**src/rtl/wp_busy_pkg.sv**
```systemverilog
package wp_busy_pkg;

    typedef enum logic [1:0] {
        PG_READY  = 2'd0,
        PG_RUN    = 2'd1,
        PG_COMMIT = 2'd2
    } prog_state_t;

    typedef enum logic {
        SM_OFF = 1'b0,
        SM_ON  = 1'b1
    } stat_state_t;

endpackage

```
**src/rtl/wp_enable_latch.sv**
```systemverilog
module wp_enable_latch (
    input  logic clk,
    input  logic rst_n,
    input  logic set_pulse,
    input  logic clr_pulse,
    input  logic busy,
    output logic wel
);

    logic wel_q;

    always_ff @(posedge clk or negedge rst_n) begin
        if (!rst_n) begin
            wel_q <= 1'b0;
        end else if (!busy) begin
            if (clr_pulse) begin
                wel_q <= 1'b0;
            end else if (set_pulse) begin
                wel_q <= 1'b1;
            end
        end
    end

    assign wel = wel_q;


    wel_clear_chk: assert property (@(posedge clk) disable iff (!rst_n)
        (clr_pulse && !busy) |=> !wel);


    wel_set_chk: assert property (@(posedge clk) disable iff (!rst_n)
        (set_pulse && !clr_pulse && !busy) |=> wel);


    wel_frozen_chk: assert property (@(posedge clk) disable iff (!rst_n)
        busy |=> $stable(wel));

endmodule

```
**src/rtl/wp_prog_timer.sv**
```systemverilog
module wp_prog_timer
    import wp_busy_pkg::*;
#(
    parameter int PROG_CYCLES = 500000
) (
    input  logic clk,
    input  logic rst_n,
    input  logic req,
    input  logic wel,
    input  logic inhibit,
    output logic rdy,
    output logic commit
);

    localparam int CW = $clog2(PROG_CYCLES + 1);
    localparam logic [CW-1:0] LOAD_VAL = CW'(PROG_CYCLES - 1);

    prog_state_t st_q, st_d;
    logic [CW-1:0] cnt_q, cnt_d;
    logic          start;

    assign start = req && wel && !inhibit;

    always_comb begin
        st_d  = st_q;
        cnt_d = cnt_q;
        unique case (st_q)
            PG_READY: begin
                if (start) begin
                    st_d  = PG_RUN;
                    cnt_d = LOAD_VAL;
                end
            end
            PG_RUN: begin
                if (inhibit) begin
                    st_d  = PG_READY;
                    cnt_d = '0;
                end else if (cnt_q == '0) begin
                    st_d = PG_COMMIT;
                end else begin
                    cnt_d = cnt_q - 1'b1;
                end
            end
            PG_COMMIT: begin
                st_d = PG_READY;
            end
            default: begin
                st_d  = PG_READY;
                cnt_d = '0;
            end
        endcase
    end

    always_ff @(posedge clk or negedge rst_n) begin
        if (!rst_n) begin
            st_q  <= PG_READY;
            cnt_q <= '0;
        end else begin
            st_q  <= st_d;
            cnt_q <= cnt_d;
        end
    end

    always_comb begin
        rdy    = 1'b1;
        commit = 1'b0;
        unique case (st_q)
            PG_READY:  rdy = 1'b1;
            PG_RUN:    rdy = 1'b0;
            PG_COMMIT: begin
                rdy    = 1'b0;
                commit = 1'b1;
            end
            default:   rdy = 1'b1;
        endcase
    end


    commit_single_chk: assert property (@(posedge clk) disable iff (!rst_n)
        commit |=> (!commit && rdy));


    abort_ready_chk: assert property (@(posedge clk) disable iff (!rst_n)
        (!rdy && !commit && inhibit) |=> rdy);

endmodule

```
**src/rtl/wp_status_mode.sv**
```systemverilog
module wp_status_mode
    import wp_busy_pkg::*;
(
    input  logic clk,
    input  logic rst_n,
    input  logic cs_n,
    input  logic sclk,
    input  logic op_one,
    input  logic rdy,
    output logic stat_do,
    output logic stat_oe
);

    stat_state_t sm_q, sm_d;
    logic        cs_q;
    logic        cs_fall;

    assign cs_fall = cs_q && !cs_n;

    always_comb begin
        sm_d = sm_q;
        unique case (sm_q)
            SM_OFF: begin
                if (cs_fall && !sclk) begin
                    sm_d = SM_ON;
                end
            end
            SM_ON: begin
                if (cs_n || op_one) begin
                    sm_d = SM_OFF;
                end
            end
            default: sm_d = SM_OFF;
        endcase
    end

    always_ff @(posedge clk or negedge rst_n) begin
        if (!rst_n) begin
            sm_q <= SM_OFF;
            cs_q <= 1'b1;
        end else begin
            sm_q <= sm_d;
            cs_q <= cs_n;
        end
    end

    always_comb begin
        stat_oe = 1'b0;
        stat_do = rdy;
        unique case (sm_q)
            SM_OFF: stat_oe = 1'b0;
            SM_ON:  stat_oe = 1'b1;
            default: stat_oe = 1'b0;
        endcase
    end


    stat_enter_chk: assert property (@(posedge clk) disable iff (!rst_n)
        (cs_q && !cs_n && !sclk) |=> stat_oe);


    stat_no_enter_chk: assert property (@(posedge clk) disable iff (!rst_n)
        (cs_q && !cs_n && sclk && !stat_oe) |=> !stat_oe);


    stat_exit_chk: assert property (@(posedge clk) disable iff (!rst_n)
        cs_n |=> !stat_oe);

endmodule

```
**src/rtl/wp_busy_ctrl.sv**
```systemverilog
module wp_busy_ctrl #(
    parameter int PROG_CYCLES = 500000
) (
    input  logic clk,
    input  logic rst_n,
    input  logic wren_pulse,
    input  logic wrdis_pulse,
    input  logic wr_req,
    input  logic page_req,
    input  logic wr_inhibit,
    input  logic cs_n,
    input  logic sclk,
    input  logic op_one,
    output logic commit,
    output logic rdy,
    output logic stat_do,
    output logic stat_oe
);

    logic wel;
    logic any_req;

    assign any_req = wr_req || page_req;

    wp_enable_latch u_latch (
        .clk       (clk),
        .rst_n     (rst_n),
        .set_pulse (wren_pulse),
        .clr_pulse (wrdis_pulse),
        .busy      (!rdy),
        .wel       (wel)
    );

    wp_prog_timer #(
        .PROG_CYCLES (PROG_CYCLES)
    ) u_timer (
        .clk     (clk),
        .rst_n   (rst_n),
        .req     (any_req),
        .wel     (wel),
        .inhibit (wr_inhibit),
        .rdy     (rdy),
        .commit  (commit)
    );

    wp_status_mode u_status (
        .clk     (clk),
        .rst_n   (rst_n),
        .cs_n    (cs_n),
        .sclk    (sclk),
        .op_one  (op_one),
        .rdy     (rdy),
        .stat_do (stat_do),
        .stat_oe (stat_oe)
    );


    start_allowed_chk: assert property (@(posedge clk) disable iff (!rst_n)
        $fell(rdy) |-> ($past(wel) && !$past(wr_inhibit)));


    commit_needs_wel_chk: assert property (@(posedge clk) disable iff (!rst_n)
        commit |-> wel);


    stat_value_chk: assert property (@(posedge clk) disable iff (!rst_n)
        stat_oe |-> (stat_do == rdy));

endmodule

```
**config.mk**
```make
export PLATFORM = sky130hd
export DESIGN_NAME = wp_busy_ctrl
export DESIGN_NICKNAME = d
export VERILOG_FILES = /design/src/rtl/wp_busy_pkg.sv /design/src/rtl/wp_enable_latch.sv /design/src/rtl/wp_prog_timer.sv /design/src/rtl/wp_status_mode.sv /design/src/rtl/wp_busy_ctrl.sv
export SDC_FILE = /design/constraint.sdc
export NUM_CORES = 1
export LEC_CHECK = 0
export BUFFER_PORTS_ARGS = -buffer_cell sky130_fd_sc_hd__buf_2
export CAP_MARGIN = 10
export CORE_AREA = 2 2 63 65
export CTS_BUF_LIST = sky130_fd_sc_hd__clkbuf_16
export CTS_CLUSTER_SIZE = 12
export DETAILED_ROUTE_END_ITERATION = 6
export DIE_AREA = 0 0 65 67
export PLACE_DENSITY = 0.67
export REMOVE_ABC_BUFFERS = 1
export SKIP_CTS_REPAIR_TIMING = 1
export SLEW_MARGIN = 15
export SYNTH_ARGS = -nofsm -noshare
export SYNTH_HDL_FRONTEND = slang
export SYNTH_SLANG_ARGS = --single-unit
```
**constraint.sdc**
```tcl
create_clock -name clk -period 2.96 [get_ports clk]
set_input_delay 0 -clock clk [delete_from_list [all_inputs] [get_ports clk]]
set_output_delay 0 -clock clk [all_outputs]
set_load 0.005 [all_outputs]
```
==> results summary <==
The flow ran to the end, and the final reports show no timing, DRC or antenna violations. The filler cells instantiated in the layout total 347. Setup violations remaining at the end of the flow were counted as 0. After detailed routing, the average wire length per cell comes to 14.6 µm.

Once layout is complete, the cells apart from fillers number 237. The final number of hold-violating endpoints came out at 0. Global routing used 17.0% of the available tracks. For this block, the routed nets add up to 3470 µm of wire. The clock tree root buffer cell is clkbuf_16. The die boundary width came out at 65 µm. The post-synthesis instance total came out at 178. Once layout is complete, the utilization of the core stands at 46.6%. The transition time at the pin with the least slew margin is 680 ps. For this block, the initial DRC count from the detailed router was 139. Routability-driven placement finished with a final weighted congestion of 0.964.

The initial antenna violation count was 0. After routing the design area is 1680 µm². Traced cell by cell, the critical path runs through inv_1 -> ha_1 -> or4b_1 -> or3_1 -> nor2_1 -> or2_1 -> o21ai_0. Summed over all nets, the half-perimeter wirelength after detailed placement is 2460 µm. On the critical path, the stage with the largest delay is an instance of or4b_1. The clock arrives with 1.24 ps of skew.

STA classifies the critical path endpoint as a flip-flop. For this design the ratio of total power to cell area is 923 nW/µm². The total leakage power came out at 0.723 nW.

The floorplan die area is 4360 µm². The routed design could run at a clock period as short as 2580 ps. The per-cell via count in the routed design is 5.91. The via count of the first global-routing pass came out at 1277. Setup repair after global routing left no endpoint under its margin.

The critical path arrival came out at 2690 ps. The remaining antenna violation count came out at 0. The maximum fanout along the worst path is 10. The clock-pin slew of the registers on the worst-case setup and hold paths came out at 60 ps. The worst-skew pair later-pin latency is 260 ps. The antenna diode instance count is 0. Sorting the synthesized cells by area gives the leading types as dfrtp_1 39%, o21ai_0 6.8%, a21oi_1 5.8%.

The number of H-tree levels is 1. The number of enable-type register cells in the synthesized netlist is 0. The min-delay analysis places its worst path in the category input port to flip-flop.

Timing would allow up to 388 MHz. By startpoint and endpoint, the worst setup path is classified as flip-flop to flip-flop. The cell depth of the worst min-delay path came out at 3. The cell count after placement came out at 230. The worst-case IR drop observed on VDD is 0.000676 V. The library cell with the largest summed area after synthesis is dfrtp_1.

The number of clock sinks is 24. The layout cell share with drive strength beyond 1 is 13.8%. TritonCTS built the clock tree. The biggest cell delay along the critical path is 620 ps. The sum of internal, switching and leakage power came out at 1.55 mW. STA classifies the critical path startpoint as a flip-flop. The first-pass GRT wire length came out at 5800 µm. The final total negative setup slack is 0 ps.

The worst slew slack as a fraction of its limit came out at 54.3%. The overflow left after global routing is 0. The largest net degree at the start of global routing came out at 25.

The area share of and/or/nand/nor cells after synthesis came out at 23.9%. The fraction of post-synthesis cell area in the top cell type by area came out at 39.0%. Sequential elements use 40.8% of the synthesized area. For this run, the post-layout net count is 204.

The data required time of the worst path is 3080 ps. The region available for standard cell placement spans 3610 µm². In the finished design, the share of the clock period the worst path needs comes to 87.0%. The die is 67 µm tall. Each instance of the synthesized netlist takes up on average 8.29 µm². The final routed DRC violation total is 0.

By area, the combinational part of the netlist is dominated by compound AO/OA/AOI/OAI gates. The final-report max-slew violation count is 0. The area growth from synthesis to layout is 14.0%. The fraction of registers with async set/reset came out at 100%. The total via count in the routed design came out at 1400.

The synthesis warning total came out at 0. The top-level I/O count is 14. The number of placement rows is 22.

The initial standard-cell utilization of the core is 40.9%. The instance area after placement is 1570 µm². Ranked by instance count, the synthesized netlist is headed by 23 x dfrtp_1, 20 x nor2_1, 20 x o21ai_0, 17 x a21oi_1, 10 x clkbuf_1. The number of flip-flops and latches in the synthesized netlist is 24. The synthesized netlist devotes 0% of its cell area to XOR and XNOR gates.

The number of max-cap violations is 0. The length of the first detailed-routing pass in iterations came out at 4. The maximum clock insertion buffer count is 2. The post-synthesis instance area came out at 1480 µm². The number of buffers added by the clock tree synthesis step is 3. The mux share of post-synthesis cell area came out at 0%. The post-synthesis adder-cell area fraction is 3.39%. The fraction of the mapped netlist area in compound gates came out at 25.7%. dfrtp_1 is the most common cell in the netlist.

The number of buffer cells added on primary ports is 13. For this run, the leading register cell type out of synthesis is dfrtp_1. The cell depth of the worst flop-to-flop path came out at 7. The distinct cell type count of the synthesized netlist came out at 39.
layer usage:
metal	track usage [%]	share of wire (%)	vias to the layer above
met5	0	0	-
met3	3.72	5.8	2
met1	21.9	46	662
met2	30.0	48	56
met4	2.13	0.37	0
li1	-	-	680
cell type report:
type	instances	area, µm²	share of cell area (%)
clock inverter	1	3.75	0.223
clock buffer	3	75.1	4.46
inverter	9	33.8	2.01
tap	48	60.1	3.57
sequential	24	602	35.8
multi-input combinational	132	782	46.5
timing repair buffer	20	125	7.44
critical path: cells and delay by family, from the launching register on:
family,cells,cell delay (ps)
DFF,1,410
buffers and inverters,1,100
AOI/OAI and AO/OA,1,180
adders and majority gates,1,220
and+or+nand+nor,4,1530
sequential cells by signal, summed over array words and instances (netlist names):
register       cells
u_timer.cnt_q     19
u_latch.wel        1
u_timer.st_q       2
u_status.sm_q      1
u_status.cs_q      1
worst paths after layout:
kind,slack [ps],end,startpoint
worst max-delay path,380,u_timer.cnt_q[17]$_DFFE_PN0P_,u_timer.cnt_q[0]$_DFFE_PN0P_
worst min-delay path,20,u_latch.wel$_DFFE_PN0P_,wren_pulse
worst max register to register,380,u_timer.cnt_q[17]$_DFFE_PN0P_,u_timer.cnt_q[0]$_DFFE_PN0P_
worst min register to register,540,u_latch.wel$_DFFE_PN0P_,u_latch.wel$_DFFE_PN0P_
max in group asynchronous,2330,u_status.cs_q$_DFF_PN1_,rst_n
min in group asynchronous,260,u_timer.cnt_q[17]$_DFFE_PN0P_,rst_n
where the power goes:
part	total (mW)	switching [mW]	internal, mW	leakage [nW]
sequential	0.557	0.118	0.439	0.303
clock	0.295	0.115	0.181	0.0385
combinational	0.700	0.432	0.268	0.382
total	1.55	0.664	0.888	0.723
kinds of logic after synthesis:
kind of cell | Yosys count
compound gates | 62
fa+ha+maj | 4
buf+inv | 22
flops | 24
simple gates | 66
metrics by stage:
| step | hold WS (ps) | setup WS (ps) |
|---|---|---|
| floorplan | -296 | 627 |
| global placement | 12.6 | 514 |
| detailed placement | 24.7 | 440 |
| CTS | -250 | 404 |
| global route | 45.5 | 148 |
| finish | 16.7 | 384 |
placed cells by master (no fill, tap or decap), drive strengths merged, types with 8 or more instances in the layout:
| cell type | n |
|---|---|
| a21oi | 19 |
| buf | 17 |
| dfrtp | 23 |
| inv | 9 |
| nand2 | 8 |
| nor2 | 20 |
| nor3 | 8 |
| o21ai | 21 |
| or4 | 8 |
Power figures use the tool's default switching activity.
